--- config.mk ---
export PLATFORM = sky130hd
export DESIGN_NAME = xtrig_unit
export DESIGN_NICKNAME = d
export VERILOG_FILES = /design/src/rtl/xtrig_pkg.sv /design/src/rtl/xtrig_regs.sv /design/src/rtl/xtrig_route.sv /design/src/rtl/xtrig_outstage.sv /design/src/rtl/xtrig_unit.sv
export SDC_FILE = /design/constraint.sdc
export NUM_CORES = 1
export LEC_CHECK = 0
export BUFFER_PORTS_ARGS = -buffer_cell sky130_fd_sc_hd__buf_2
export CORE_MARGIN = 2
export CORE_UTILIZATION = 57
export CTS_CLUSTER_SIZE = 40
export DETAILED_ROUTE_END_ITERATION = 10
export PLACE_DENSITY = 0.9
export SYNTH_ARGS = -nofsm -noshare
export SYNTH_HDL_FRONTEND = slang
export SYNTH_HIERARCHICAL = 1
export SYNTH_SLANG_ARGS = --single-unit
--- constraint.sdc ---
create_clock -name clk -period 2.16 [get_ports clk]
set_input_delay 0.108 -clock clk [delete_from_list [all_inputs] [get_ports clk]]
set_output_delay 0.108 -clock clk [all_outputs]
set_load 0.02 [all_outputs]
--- src/rtl/xtrig_pkg.sv ---
package xtrig_pkg;
   localparam int AW = 6;
   localparam logic [AW-1:0] A_CTRL   = 6'h00;
   localparam logic [AW-1:0] A_SET    = 6'h01;
   localparam logic [AW-1:0] A_CLR    = 6'h02;
   localparam logic [AW-1:0] A_PULSE  = 6'h03;
   localparam logic [AW-1:0] A_GATE   = 6'h04;
   localparam logic [AW-1:0] A_FEN    = 6'h05;
   localparam logic [AW-1:0] A_FMASK  = 6'h06;
   localparam logic [AW-1:0] A_CHST   = 6'h07;
   localparam logic [AW-1:0] A_TOST   = 6'h08;
   localparam logic [AW-1:0] A_TIST   = 6'h09;
   localparam int IN_BASE  = 16;
   localparam int OUT_BASE = 32;
   localparam int MAP_SPAN = 16;
   localparam int CTRL_EN_BIT  = 0;
   localparam int CTRL_RST_BIT = 1;
endpackage

--- src/rtl/xtrig_regs.sv ---
module xtrig_regs
   import xtrig_pkg::*;
#(
   parameter int N_IN  = 8,
   parameter int N_OUT = 8,
   parameter int N_CH  = 4,
   parameter int DW    = 32,
   parameter logic [N_OUT-1:0] FMASK_RST = 1
) (
   input  logic                  clk,
   input  logic                  rst_n,
   input  logic                  wr,
   input  logic [AW-1:0]         addr,
   input  logic [DW-1:0]         wdata,
   input  logic [N_CH-1:0]       ch_stat,
   input  logic [N_OUT-1:0]      to_stat,
   input  logic [N_IN-1:0]       ti_stat,
   output logic [DW-1:0]         rdata,
   output logic                  en,
   output logic [N_IN*N_CH-1:0]  in_map,
   output logic [N_OUT*N_CH-1:0] out_map,
   output logic [N_CH-1:0]       gate,
   output logic                  filt_en,
   output logic [N_OUT-1:0]      filt_mask,
   output logic [N_CH-1:0]       sw_hold,
   output logic [N_CH-1:0]       sw_pulse
);
   logic                rst_prog;
   logic [N_CH-1:0]     wch;

   assign rst_prog = wr && (addr == A_CTRL) && wdata[CTRL_RST_BIT];
   assign wch      = wdata[N_CH-1:0];

   always_ff @(posedge clk or negedge rst_n) begin
      if (!rst_n) begin
         en        <= 1'b0;
         gate      <= '1;
         filt_en   <= 1'b1;
         filt_mask <= FMASK_RST;
         sw_hold   <= '0;
      end else if (rst_prog) begin
         en        <= 1'b0;
         gate      <= '1;
         filt_en   <= 1'b1;
         filt_mask <= FMASK_RST;
         sw_hold   <= '0;
      end else if (wr) begin
         case (addr)
            A_CTRL:  en        <= wdata[CTRL_EN_BIT];
            A_SET:   sw_hold   <= sw_hold | wch;
            A_CLR:   sw_hold   <= sw_hold & ~wch;
            A_GATE:  gate      <= wch;
            A_FEN:   filt_en   <= wdata[0];
            A_FMASK: filt_mask <= wdata[N_OUT-1:0];
            default: ;
         endcase
      end
   end

   always_ff @(posedge clk or negedge rst_n) begin
      if (!rst_n)
         sw_pulse <= '0;
      else if (wr && (addr == A_PULSE))
         sw_pulse <= wch;
      else
         sw_pulse <= '0;
   end

   for (genvar i = 0; i < N_IN; i++) begin : g_in_map
      localparam logic [AW-1:0] MY_A = AW'(IN_BASE + i);
      always_ff @(posedge clk or negedge rst_n) begin
         if (!rst_n)
            in_map[i*N_CH +: N_CH] <= '0;
         else if (rst_prog)
            in_map[i*N_CH +: N_CH] <= '0;
         else if (wr && (addr == MY_A))
            in_map[i*N_CH +: N_CH] <= wch;
      end
   end

   for (genvar o = 0; o < N_OUT; o++) begin : g_out_map
      localparam logic [AW-1:0] MY_A = AW'(OUT_BASE + o);
      always_ff @(posedge clk or negedge rst_n) begin
         if (!rst_n)
            out_map[o*N_CH +: N_CH] <= '0;
         else if (rst_prog)
            out_map[o*N_CH +: N_CH] <= '0;
         else if (wr && (addr == MY_A))
            out_map[o*N_CH +: N_CH] <= wch;
      end
   end

   always_comb begin
      rdata = '0;
      case (addr)
         A_CTRL:  rdata = DW'(en);
         A_GATE:  rdata = DW'(gate);
         A_FEN:   rdata = DW'(filt_en);
         A_FMASK: rdata = DW'(filt_mask);
         A_CHST:  rdata = DW'(ch_stat);
         A_TOST:  rdata = DW'(to_stat);
         A_TIST:  rdata = DW'(ti_stat);
         default: begin
            for (int i = 0; i < N_IN; i++)
               if (addr == AW'(IN_BASE + i))
                  rdata = DW'(in_map[i*N_CH +: N_CH]);
            for (int o = 0; o < N_OUT; o++)
               if (addr == AW'(OUT_BASE + o))
                  rdata = DW'(out_map[o*N_CH +: N_CH]);
         end
      endcase
   end
endmodule

--- src/rtl/xtrig_route.sv ---
module xtrig_route #(
   parameter int N_IN  = 8,
   parameter int N_OUT = 8,
   parameter int N_CH  = 4
) (
   input  logic [N_IN-1:0]       trig_in,
   input  logic [N_IN*N_CH-1:0]  in_map,
   input  logic [N_OUT*N_CH-1:0] out_map,
   input  logic [N_CH-1:0]       sw_hold,
   input  logic [N_CH-1:0]       sw_pulse,
   input  logic [N_CH-1:0]       ch_from_mtx,
   output logic [N_CH-1:0]       chan_local,
   output logic [N_OUT-1:0]      trig_raw
);
   logic [N_IN-1:0] in_col [N_CH];
   logic [N_CH-1:0] chan_all;

   for (genvar c = 0; c < N_CH; c++) begin : g_chan
      for (genvar i = 0; i < N_IN; i++) begin : g_col
         assign in_col[c][i] = in_map[i*N_CH + c];
      end
      assign chan_local[c] = (|(trig_in & in_col[c])) | sw_hold[c] | sw_pulse[c];
   end

   assign chan_all = chan_local | ch_from_mtx;

   for (genvar o = 0; o < N_OUT; o++) begin : g_out
      assign trig_raw[o] = |(chan_all & out_map[o*N_CH +: N_CH]);
   end
endmodule

--- src/rtl/xtrig_outstage.sv ---
module xtrig_outstage #(
   parameter int N_OUT = 8,
   parameter int N_CH  = 4
) (
   input  logic             clk,
   input  logic             rst_n,
   input  logic             en,
   input  logic [N_CH-1:0]  gate,
   input  logic             filt_en,
   input  logic [N_OUT-1:0] filt_mask,
   input  logic [N_CH-1:0]  chan_local,
   input  logic [N_OUT-1:0] trig_raw,
   output logic [N_OUT-1:0] trig_out,
   output logic [N_CH-1:0]  ch_to_mtx,
   output logic [N_CH-1:0]  ch_stat
);
   logic [N_OUT-1:0] blocked;
   assign blocked = filt_en ? filt_mask : '0;

   always_ff @(posedge clk or negedge rst_n) begin
      if (!rst_n) begin
         trig_out  <= '0;
         ch_to_mtx <= '0;
         ch_stat   <= '0;
      end else if (!en) begin
         trig_out  <= '0;
         ch_to_mtx <= '0;
         ch_stat   <= '0;
      end else begin
         trig_out  <= trig_raw & ~blocked;
         ch_to_mtx <= chan_local & gate;
         ch_stat   <= chan_local;
      end
   end
endmodule

--- src/rtl/xtrig_unit.sv ---
module xtrig_unit
   import xtrig_pkg::*;
#(
   parameter int N_IN  = 8,
   parameter int N_OUT = 8,
   parameter int N_CH  = 4,
   parameter int DW    = 32,
   parameter logic [N_OUT-1:0] FMASK_RST = 1
) (
   input  logic             clk,
   input  logic             rst_n,
   input  logic [N_IN-1:0]  trig_in,
   output logic [N_OUT-1:0] trig_out,
   input  logic [N_CH-1:0]  ch_from_mtx,
   output logic [N_CH-1:0]  ch_to_mtx,
   input  logic             reg_wr,
   input  logic [AW-1:0]    reg_addr,
   input  logic [DW-1:0]    reg_wdata,
   output logic [DW-1:0]    reg_rdata
);
   if (N_CH < 1 || N_CH > DW) begin : g_bad_ch
      $error("xtrig_unit: N_CH must lie in 1..DW");
   end
   if (N_IN < 1 || N_IN > MAP_SPAN || N_IN > DW) begin : g_bad_in
      $error("xtrig_unit: N_IN out of range");
   end
   if (N_OUT < 1 || N_OUT > MAP_SPAN || N_OUT > DW) begin : g_bad_out
      $error("xtrig_unit: N_OUT out of range");
   end

   logic                  en_q;
   logic [N_IN*N_CH-1:0]  in_map;
   logic [N_OUT*N_CH-1:0] out_map;
   logic [N_CH-1:0]       gate_q;
   logic                  filt_en_q;
   logic [N_OUT-1:0]      filt_mask_q;
   logic [N_CH-1:0]       sw_hold;
   logic [N_CH-1:0]       sw_pulse;
   logic [N_CH-1:0]       chan_local;
   logic [N_OUT-1:0]      trig_raw;
   logic [N_CH-1:0]       ch_stat;

   xtrig_regs #(
      .N_IN(N_IN), .N_OUT(N_OUT), .N_CH(N_CH), .DW(DW), .FMASK_RST(FMASK_RST)
   ) u_regs (
      .clk(clk), .rst_n(rst_n), .wr(reg_wr), .addr(reg_addr), .wdata(reg_wdata),
      .ch_stat(ch_stat), .to_stat(trig_out), .ti_stat(trig_in), .rdata(reg_rdata),
      .en(en_q), .in_map(in_map), .out_map(out_map), .gate(gate_q),
      .filt_en(filt_en_q), .filt_mask(filt_mask_q),
      .sw_hold(sw_hold), .sw_pulse(sw_pulse)
   );

   xtrig_route #(.N_IN(N_IN), .N_OUT(N_OUT), .N_CH(N_CH)) u_route (
      .trig_in(trig_in), .in_map(in_map), .out_map(out_map),
      .sw_hold(sw_hold), .sw_pulse(sw_pulse), .ch_from_mtx(ch_from_mtx),
      .chan_local(chan_local), .trig_raw(trig_raw)
   );

   xtrig_outstage #(.N_OUT(N_OUT), .N_CH(N_CH)) u_out (
      .clk(clk), .rst_n(rst_n), .en(en_q), .gate(gate_q),
      .filt_en(filt_en_q), .filt_mask(filt_mask_q),
      .chan_local(chan_local), .trig_raw(trig_raw),
      .trig_out(trig_out), .ch_to_mtx(ch_to_mtx), .ch_stat(ch_stat)
   );
endmodule

==> reports/results.tsv, run 1 <==
stage	metric	value	unit
synth	synth-warning-count	6	
clock_network	clockRootBuffer	clkbuf_8	
worst_setup_path	critPathCaptureType	flop	
timing	finalMaxSlewViolations	0	
worst_setup_path	worstSetupPathType	flop to flop	
layout	drive_gt1_frac	0.213	
hold_path	hp-class	primary input to flop	
layout	syn2layout_area_growth	12.5	%
synth	synth_ff_type	dfrtp_1	
detailed_routing	via_count	5776	
detailed_routing	dr.pass1.iters	9	
timing	layout_setup_ws	-73.7	ps
clock_network	clk_path_buf_depth	2	
synth	yosys_register_bits	102	
hold_path	min_from	reg_wdata[7]	
timing	period_minus_slack	2230	ps
status	violations	negative setup slack	
worst_setup_path	cp.required	2420	ps
worst_setup_path	rrSetupSlack	-70	ps
synth	yosys-top-cells-area	dfrtp_1 (41%), o21ai_0 (6.8%), nand2_1 (5.8%)	
worst_setup_path	crit_arrival	2500	ps
power	p_int	3.16	mW
power	power	4.72	mW
worst_setup_path	cp-startpoint	u_regs/in_map[9]	
detailed_routing	routed_wl	19.1	mm
worst_setup_path	cp_top_family	simple AND/OR/NAND/NOR gates	
grt	antenna_found_initial	0	
worst_setup_path	regToRegStartpoint	u_regs/in_map[9]	
synth	syn_inst	660	
placement	io_buffers	48	
timing	relSlewSlack	0.645	
power	combPwrFrac	0.218	
synth	synth_top_family_by_area	compound AO/OA/AOI/OAI gates	
worst_setup_path	slowest_delay	460	ps
worst_setup_path	cpMaxStageDelayCell	nand4b_1	
worst_setup_path	crit_fanout	8	
layout	diodes	0	
synth	ys_seq_area_frac	0.438	
status	status	complete, but fails checks	
synth	synthSimpleGateAreaFrac	0.190	
clock_network	cts_tree	yes	
synth	synth_area	0.00585	mm2
synth	synth_compound_area_frac	0.236	
grt	grt_overflow	0	
synth	synth_edf_count	0	
placement	gp_congestion	0.991	
grt	grt_max_degree	69	
clock_network	cts.clk_slew.worst_paths	100	ps
timing	tightestPinTransition	532	ps
synth	synthTopCellsByCount	dfrtp_1 (96), nand2_1 (90), o21ai_0 (79)	
synth	syn_area_per_cell	8.86	um2
hold_path	hold_end	u_regs/filt_mask[7]	
detailed_routing	viasPerCell	6.77	
power	ir_worst_vdd	0.424	mV
worst_setup_path	critPathBufInv	1	
clock_network	cts.htree.levels	3	
worst_setup_path	r2r-end	u_out/trig_out[2]	
grt	use_met2	0.532	
synth	yosys.area.top_type	dfrtp_1	
synth	synthArstFlopShare	1.00	
grt	grt_pass1_wl	29.5	mm
timing	fmax	448	MHz
grt	grtUsageMet3	0.0835	
clock_network	clock_sinks	102	
power	p_leak	2.85	nW
detailed_routing	post-route-drc-count	0	
power	seqPwrFrac	0.511	
detailed_routing	wl_per_cell	22.4	um
worst_setup_path	path_cells	buf_4 -> a211oi_1 -> nand4b_1 -> o21ai_0 -> nand4_1 -> nand2_1 -> a21oi_2	
synth	netlist-cell-type-count	64	
clock_network	cts_made_buffers	9	
hold_path	min_path_cells	3	
synth	synth-adder-area-share	0	
timing	hold_violations	0	
die	core_area	0.00986	mm2
die	dieArea	0.0111	mm2
timing	fin_crit_sh	1.03	
timing	setup_viol	3	
die	std_cell_rows	36	
grt	grt_pass1_vias	5361	
timing	rsz0062_at_grt	yes	
synth	synth_xor_area_frac	0	
grt	groute.usage.overall	0.346	
grt	use_met1	0.476	
die	start_util	0.593	
timing	hold_ws	30.6	ps
clock_network	clk_latency	380	ps
power	swShare	0.330	
job	maxCapViolCount	0	
power	power_frac_clock	0.271	
synth	synth_mux_area_frac	0.0627	
placement	place_ws	41.0	ps
placement	dp_hpwl	13.6	mm
layout	nets	769	
power	power_density	718	mW/mm2
worst_setup_path	reg2reg_depth	7	
worst_setup_path	crit_path_start_kind	flop	
power	p_switching	1.56	mW
grt	grt-busiest-layer	met2	
synth	synth_most_common_cell	dfrtp_1	
timing	clock_skew	9.51	ps
die	die_width	105	um
synth	synth_top_cell_area_share	0.411	
detailed_routing	drt_iter0_markers	844	
die	num_io_pins	97	
detailed_routing	drtAntennaViolNets	0	
die	die_h	105	um
==> cell usage in the layout, fill, tap and decap left out, types with 3 or more instances in the layout <==
master,instances
a211oi_1,18
a21oi_1,58
a21oi_2,8
a221o_1,3
a222oi_1,5
a22o_1,6
a22oi_1,15
and2_2,4
and3_2,4
buf_12,3
buf_2,45
buf_4,40
clkbuf_8,11
conb_1,24
dfrtp_1,96
dfstp_2,6
dlygate4sd3_1,4
inv_1,8
mux2_2,9
mux2i_1,13
mux4_2,6
nand2_1,90
nand3_1,19
nand3b_1,3
nand4_1,12
nand4b_1,6
nor2_1,50
nor2b_1,3
nor3_1,9
o211ai_1,6
o21ai_0,78
o21ai_1,3
o22ai_1,6
==> layer usage <==
layer | up-vias | share of wire
met2 | 454 | 0.46
met5 | - | 0
met4 | 0 | 0.035
met1 | 2786 | 0.38
met3 | 65 | 0.12
li1 | 2471 | -
==> state kept, by name, indices dropped and copies added (netlist names) <==
name and cells:
u_out/ch_stat 4, u_out/ch_to_mtx 4, u_out/trig_out 8, u_regs/en 1, u_regs/filt_en 1, u_regs/filt_mask 8
u_regs/gate 4, u_regs/in_map 32, u_regs/out_map 32, u_regs/sw_hold 4, u_regs/sw_pulse 4
==> repair_timing <==
action                                  CTS  global route
endpoints found under the setup margin    3             4
endpoints found under the hold margin    33             0
hold buffers                              4             0
buffers inserted                          2             4
resized for setup                         1            10
pin swaps                                 3             4
==> worst reg2reg max path, cell delays in order (launching register included) <==
cell      delay (ps)
dfrtp_1          430
buf_4            150
a211oi_1         330
nand4b_1         460
o21ai_0          390
nand4_1          200
nand2_1          130
a21oi_2           40
==> through the flow <==
| stage | std cells | area (um2) | utilization | TNS [ps] |
|---|---|---|---|---|
| after floorplan | 683 | 5930 | - | 0 |
| final | 853 | 6580 | 0.667 | -113 |
| after global routing | 853 | 6580 | 0.667 | -162 |
| after CTS | 850 | 6520 | 0.661 | -11.1 |
| after detailed placement | 829 | 6260 | 0.634 | 0 |
| after global placement | 829 | 6260 | 0.634 | 0 |
==> power by group through the flow <==
stage	Sequential, mW	Clock, mW	Combinational (mW)
final	2.41	1.28	1.03
after floorplan	2.34	0	0.664
after detailed placement	2.45	0	0.925
after CTS	2.39	1.28	0.964
after global placement	2.44	0	0.896
after global routing	2.43	1.37	1.10
==> cell type report <==
| cell class | instances | area [um2] |
|---|---|---|
| Tap cell | 133 | 166 |
| Timing Repair Buffer | 92 | 626 |
| Clock inverter | 4 | 52.6 |
| Fill cell | 802 | 3290 |
| Sequential cell | 102 | 2560 |
| Clock buffer | 11 | 151 |
| Multi-Input combinational cell | 502 | 2990 |
| Inverter | 9 | 33.8 |
==> cells by family after synthesis <==
family | Yosys count
simple gates | 226
compound gates | 224
flops | 102
buf+inv | 79
mux | 28
other cells | 1
==> worst max path at each step <==
stage                              to  cells past startpoint
floorplan                reg_rdata[2]                      6
global placement         reg_rdata[2]                      7
detailed placement       reg_rdata[2]                      7
CTS                      reg_rdata[2]                      6
global route             reg_rdata[3]                      6
finish              u_out/trig_out[2]                      7
No activity file was read; power rests on OpenSTA's default activity.
==> inputs of run 2 (changes only) <==
--- a/config.mk
+++ b/config.mk
@@ -5,12 +5,13 @@
 export SDC_FILE = /design/constraint.sdc
 export NUM_CORES = 1
 export LEC_CHECK = 0
+export ABC_AREA = 0
 export BUFFER_PORTS_ARGS = -buffer_cell sky130_fd_sc_hd__buf_2
 export CORE_MARGIN = 2
 export CORE_UTILIZATION = 57
 export CTS_CLUSTER_SIZE = 40
 export DETAILED_ROUTE_END_ITERATION = 10
-export PLACE_DENSITY = 0.9
+export PLACE_DENSITY = 0.83
 export SYNTH_ARGS = -nofsm -noshare
 export SYNTH_HDL_FRONTEND = slang
 export SYNTH_HIERARCHICAL = 1
==> run 2 against run 1 <==
Against the previous run: the flow still finishes with violations (negative setup slack); sequential power hardly changed; setup slack gained 63 ps; critical path depth decreased by 1; critical path type is now flop to output port; critical endpoint is now reg_rdata[3]; largest cell class unchanged.
==> reports/results.tsv, run 2 (synthesis results as in run 1) <==
stage	metric	value	unit
timing	period_minus_slack	2170	ps
die	die_width	105	um
detailed_routing	drtAntennaViolNets	0	
worst_setup_path	reg2reg_depth	7	
detailed_routing	drt_iter0_markers	685	
clock_network	clockRootBuffer	clkbuf_8	
detailed_routing	routed_wl	18.9	mm
layout	final_common_cell	dfrtp_1	
worst_setup_path	crit_arrival	2060	ps
worst_setup_path	regToRegStartpoint	u_regs/in_map[9]	
timing	fin_crit_sh	1.00	
layout	final_util	0.666	
worst_setup_path	cp-startpoint	u_regs/filt_mask[3]	
detailed_routing	dr.pass1.iters	7	
layout	final_cells	854	
layout	nets	769	
die	start_util	0.593	
die	num_io_pins	97	
layout	drive_gt1_frac	0.212	
timing	fmax	461	MHz
clock_network	clock_sinks	102	
worst_setup_path	critPathCaptureType	output port	
die	std_cell_rows	36	
die	core_area	0.00986	mm2
worst_setup_path	worstSetupPathType	flop to output port	
worst_setup_path	path_cells	mux2_2 -> a22o_1 -> a222oi_1 -> buf_4 -> a32oi_1 -> buf_2	
power	ir_worst_vdd	0.499	mV
clock_network	clk_path_buf_depth	2	
worst_setup_path	r2r-end	u_out/trig_out[0]	
placement	gp_congestion	1.04	
worst_setup_path	cp.required	2050	ps
placement	dp_hpwl	13.5	mm
worst_setup_path	crit_end	reg_rdata[3]	
worst_setup_path	cpMaxStageDelayCell	dfrtp_1	
timing	clock_skew	13.6	ps
timing	rsz0062_at_grt	yes	
layout	final_cell_mix	dfrtp_1 (96), nand2_1 (89), o21ai_0 (79)	
power	p_leak	2.84	nW
status	violations	negative setup slack	
timing	setup_viol	1	
clock_network	cts_tree	yes	
grt	groute.usage.overall	0.348	
detailed_routing	post-route-drc-count	0	
timing	layout_setup_ws	-10.4	ps
detailed_routing	via_count	5693	
detailed_routing	wl_per_cell	22.1	um
timing	hold_violations	0	
worst_setup_path	crit_path_start_kind	flop	
detailed_routing	viasPerCell	6.67	
worst_setup_path	critPathBufInv	2	
die	die_h	105	um
worst_setup_path	crit_fanout	2	
worst_setup_path	rrSetupSlack	20	ps
die	dieArea	0.0111	mm2
clock_network	cts.htree.levels	3	
worst_setup_path	slowest_delay	410	ps
layout	diodes	0	
grt	grt_max_degree	66	
timing	setup_tns	-10.4	ps
clock_network	clk_latency	380	ps
clock_network	cts.clk_slew.worst_paths	100	ps
grt	grt_overflow	0	
placement	io_buffers	48	
timing	hold_ws	65.6	ps
timing	relSlewSlack	0.650	
grt	grt_pass1_wl	29.4	mm
power	power_density	713	mW/mm2
layout	syn2layout_area_growth	12.5	%
worst_setup_path	cp_top_family	compound AO/OA/AOI/OAI gates	
grt	antenna_found_initial	0	
layout	top_regs	u_regs/in_map (32), u_regs/out_map (32)	
clock_network	cts_made_buffers	9	
timing	finalMaxSlewViolations	0	
worst_setup_path	path_depth	6	
job	maxCapViolCount	0	
status	status	complete, but fails checks	
grt	grt_pass1_vias	5274	
hold_path	hp-class	primary input to flop	
timing	tightestPinTransition	525	ps
placement	dp.cells	827	
==> run 2: worst reg2reg max path, cell delays in order, from the launching register on <==
cell and delay (ps):
dfrtp_1 410, buf_4 160, a211oi_1 330, nand4b_1 440
o21ai_0 320, nand4_1 180, nand2_1 170, a21oi_2 40
==> run 2: metal layers <==
| metal | track usage | vias to the layer above | wire length [um] |
|---|---|---|---|
| li1 | - | 2476 | - |
| met1 | 0.471 | 2765 | 7370 |
| met2 | 0.541 | 386 | 8600 |
| met3 | 0.0835 | 66 | 2140 |
| met4 | 0.144 | 0 | 791 |
| met5 | 0 | - | 0 |
==> run 2: what timing repair did <==
item | in CTS | in global routing
setup endpoints to repair | 4 | 4
setup buffers | 5 | 1
hold buffers | 5 | 0
hold endpoints to repair | 100 | 0
pin swaps | 2 | 4
gates resized for setup | 4 | 8
==> run 2: how the worst min path moves through the flow <==
stage / depth (start not counted) / to / from
after global routing: 2 / u_regs/filt_mask[1] / reg_wr
final: 2 / u_regs/filt_mask[1] / reg_wr
after CTS: 2 / u_regs/filt_mask[1] / reg_wr
after detailed placement: 2 / u_regs/sw_hold[2] / rst_n
after global placement: 2 / u_regs/sw_hold[2] / rst_n
after floorplan: 0 / u_out/ch_stat[0] / rst_n
==> run 2: final cells by class <==
| cell class | instances | area, um2 |
|---|---|---|
| repair buffers | 92 | 616 |
| clock buffers | 14 | 163 |
| inverters | 9 | 33.8 |
| fillers | 801 | 3290 |
| multi-input cells | 502 | 3000 |
| well taps | 133 | 166 |
| clock inverters | 2 | 38.8 |
| flip-flops and latches | 102 | 2560 |
==> run 2: power by group <==
group,internal [mW],leakage [nW],switching [mW],total (mW)
registers,2.16,1.33,0.243,2.40
clock network,0.606,0.101,0.648,1.25
logic,0.401,1.41,0.628,1.03
==> run 2: stage by stage <==
stage / cell area (um2) / power, mW / setup WS, ps
4_1_cts: 6530 / 4.64 / -29.7
6_report: 6570 / 4.69 / -10.4
3_3_place_gp: 6230 / 3.33 / 85.2
5_1_grt: 6570 / 4.88 / -46.2
2_1_floorplan: 5930 / 3.00 / 273
3_5_place_dp: 6230 / 3.37 / 88.4
==> inputs of run 3 (changes only) <==
--- a/config.mk
+++ b/config.mk
@@ -6,7 +6,7 @@
 export NUM_CORES = 1
 export LEC_CHECK = 0
 export ABC_AREA = 0
-export BUFFER_PORTS_ARGS = -buffer_cell sky130_fd_sc_hd__buf_2
+export BUFFER_PORTS_ARGS = -buffer_cell sky130_fd_sc_hd__buf_4
 export CORE_MARGIN = 2
 export CORE_UTILIZATION = 57
 export CTS_CLUSTER_SIZE = 40
==> run 3 against run 2 <==
Against the previous run: the flow still finishes with violations (negative setup slack); fmax fell by 1.2%; non-clock buffer count rose by 1; register-to-register slack improved by 100 ps; critical path depth fell by 1; hold slack got worse by 21 ps; clock power fell by 10%.
==> reports/results.tsv, run 3 (synthesis results as in run 1) <==
stage	metric	value	unit
placement	io_buffers	48	
worst_setup_path	cp.required	2050	ps
placement	gp_congestion	1.02	
layout	nFillCells	825	
detailed_routing	viasPerCell	6.58	
detailed_routing	via_count	5627	
grt	grt_pass1_wl	29.8	mm
worst_setup_path	slowest_delay	480	ps
grt	grt_pass1_vias	5253	
timing	fmax	455	MHz
layout	drive_gt1_frac	0.208	
die	num_io_pins	97	
grt	grt_overflow	0	
worst_setup_path	crit_arrival	2090	ps
layout	seq_area	0.00256	mm2
die	core_area	0.00986	mm2
timing	relSlewSlack	0.619	
placement	dp_hpwl	13.4	mm
status	status	complete, but fails checks	
detailed_routing	drt_iter0_markers	648	
worst_setup_path	crit_path_start_kind	flop	
die	die_width	105	um
layout	top_regs	u_regs/in_map (32), u_regs/out_map (32)	
worst_setup_path	crit_fanout	1	
timing	tightestPinTransition	570	ps
clock_network	cts.htree.levels	3	
power	ir_worst_vdd	0.753	mV
power	power	4.57	mW
clock_network	clk_path_buf_depth	2	
worst_setup_path	path_cells	mux4_2 -> a221o_1 -> o22ai_1 -> a31oi_1 -> buf_4	
detailed_routing	dr.pass1.iters	6	
clock_network	clockRootBuffer	clkbuf_8	
power	power_frac_clock	0.245	
power	p_int	3.03	mW
power	power_density	687	mW/mm2
detailed_routing	routed_wl	19.0	mm
layout	final_common_cell	dfrtp_1	
hold_path	hp-class	primary input to flop	
clock_network	clock_sinks	102	
status	violations	negative setup slack	
layout	diodes	0	
job	maxCapViolCount	0	
clock_network	clk_latency	400	ps
grt	antenna_found_initial	0	
timing	layout_setup_ws	-36.6	ps
timing	rsz0062_at_grt	yes	
die	die_h	105	um
worst_setup_path	critPathCaptureType	output port	
detailed_routing	wl_per_cell	22.2	um
timing	hold_violations	0	
worst_setup_path	worstSetupPathType	flop to output port	
timing	clock_skew	15.4	ps
die	start_util	0.593	
power	p_switching	1.53	mW
layout	final_cell_mix	dfrtp_1 (95), nand2_1 (90), buf_4 (85)	
layout	nets	770	
timing	setup_tns	-84.8	ps
grt	grt_max_degree	64	
die	std_cell_rows	36	
grt	groute.usage.overall	0.355	
layout	multi_input_area	0.00298	mm2
clock_network	cts_tree	yes	
timing	fin_crit_sh	1.02	
detailed_routing	drtAntennaViolNets	0	
detailed_routing	post-route-drc-count	0	
power	p_leak	2.84	nW
timing	period_minus_slack	2200	ps
worst_setup_path	cpMaxStageDelayCell	mux4_2	
layout	syn2layout_area_growth	13.7	%
power	swShare	0.336	
timing	setup_viol	3	
clock_network	cts_made_buffers	9	
die	dieArea	0.0111	mm2
power	seqPwrFrac	0.526	
power	combPwrFrac	0.229	
clock_network	cts.clk_slew.worst_paths	90	ps
timing	finalMaxSlewViolations	0	
run 3: cell types whose count changed in the layout (fill, tap and decap cells not counted), moves of 3 or more:
cell / delta
buf_4: +46
buf_2: -45
a211oi_1: +3
a211oi_2: -3
run 3: critical path: cells and delay by family (launching register included):
family / cells / cell delay (ps)
compound gates: 3 / 640
buf+inv: 1 / 170
flops: 1 / 400
mux: 1 / 480
run 3: layout make-up:
cell class / count / share of cell area
timing repair buffer: 93 / 0.111
clock buffer: 13 / 0.0224
tap: 133 / 0.0250
sequential: 102 / 0.385
multi-input combinational: 502 / 0.448
clock inverter: 3 / 0.00320
inverter: 9 / 0.00508
run 3: final timing paths:
check,start,to,slack (ps),cells past startpoint
worst min register to register,u_regs/filt_mask[2],u_out/trig_out[2],490,1
max in group asynchronous,rst_n,u_regs/out_map[23],1210,3
min in group asynchronous,rst_n,u_out/ch_stat[0],230,2
worst min-delay path,reg_wdata[1],u_regs/en,40,2
worst max-delay path,u_out/ch_stat[0],reg_rdata[0],-40,5
worst max register to register,u_regs/in_map[13],u_out/trig_out[2],120,7
run 3: power by group through the flow:
| stage | Clock (mW) | Combinational [mW] | Sequential [mW] |
|---|---|---|---|
| 2_1_floorplan | 0 | 0.664 | 2.34 |
| 3_3_place_gp | 0 | 0.907 | 2.44 |
| 3_5_place_dp | 0 | 0.937 | 2.45 |
| 4_1_cts | 1.13 | 1.01 | 2.39 |
| 5_1_grt | 1.21 | 1.14 | 2.43 |
| 6_report | 1.12 | 1.05 | 2.40 |
run 3: per-stage QoR:
step                std cells  instance area (um2)  hold WS, ps   util  worst slack (ps)
global route              855                 6650         32.5  0.674             -65.1
detailed placement        826                 6340          114  0.643               166
CTS                       854                 6630         30.6  0.672             -51.7
floorplan                 683                 5930         -188      -               273
finish                    855                 6650         44.6  0.674             -36.6
global placement          826                 6340          104  0.643               156
run 3: metal layers:
metal	GRT usage	routed length, um	up-vias	share of wire
li1	-	-	2481	-
met1	0.491	7530	2723	0.40
met2	0.532	8710	373	0.46
met3	0.0996	2120	50	0.11
met4	0.137	641	0	0.034
met5	0	0	-	0
run 3: repair_timing:
action,CTS,global route
hold buffers,6,0
hold endpoints to repair,38,0
pin swaps,3,3
setup buffers,6,1
setup endpoints to repair,4,5
resized for setup,3,4
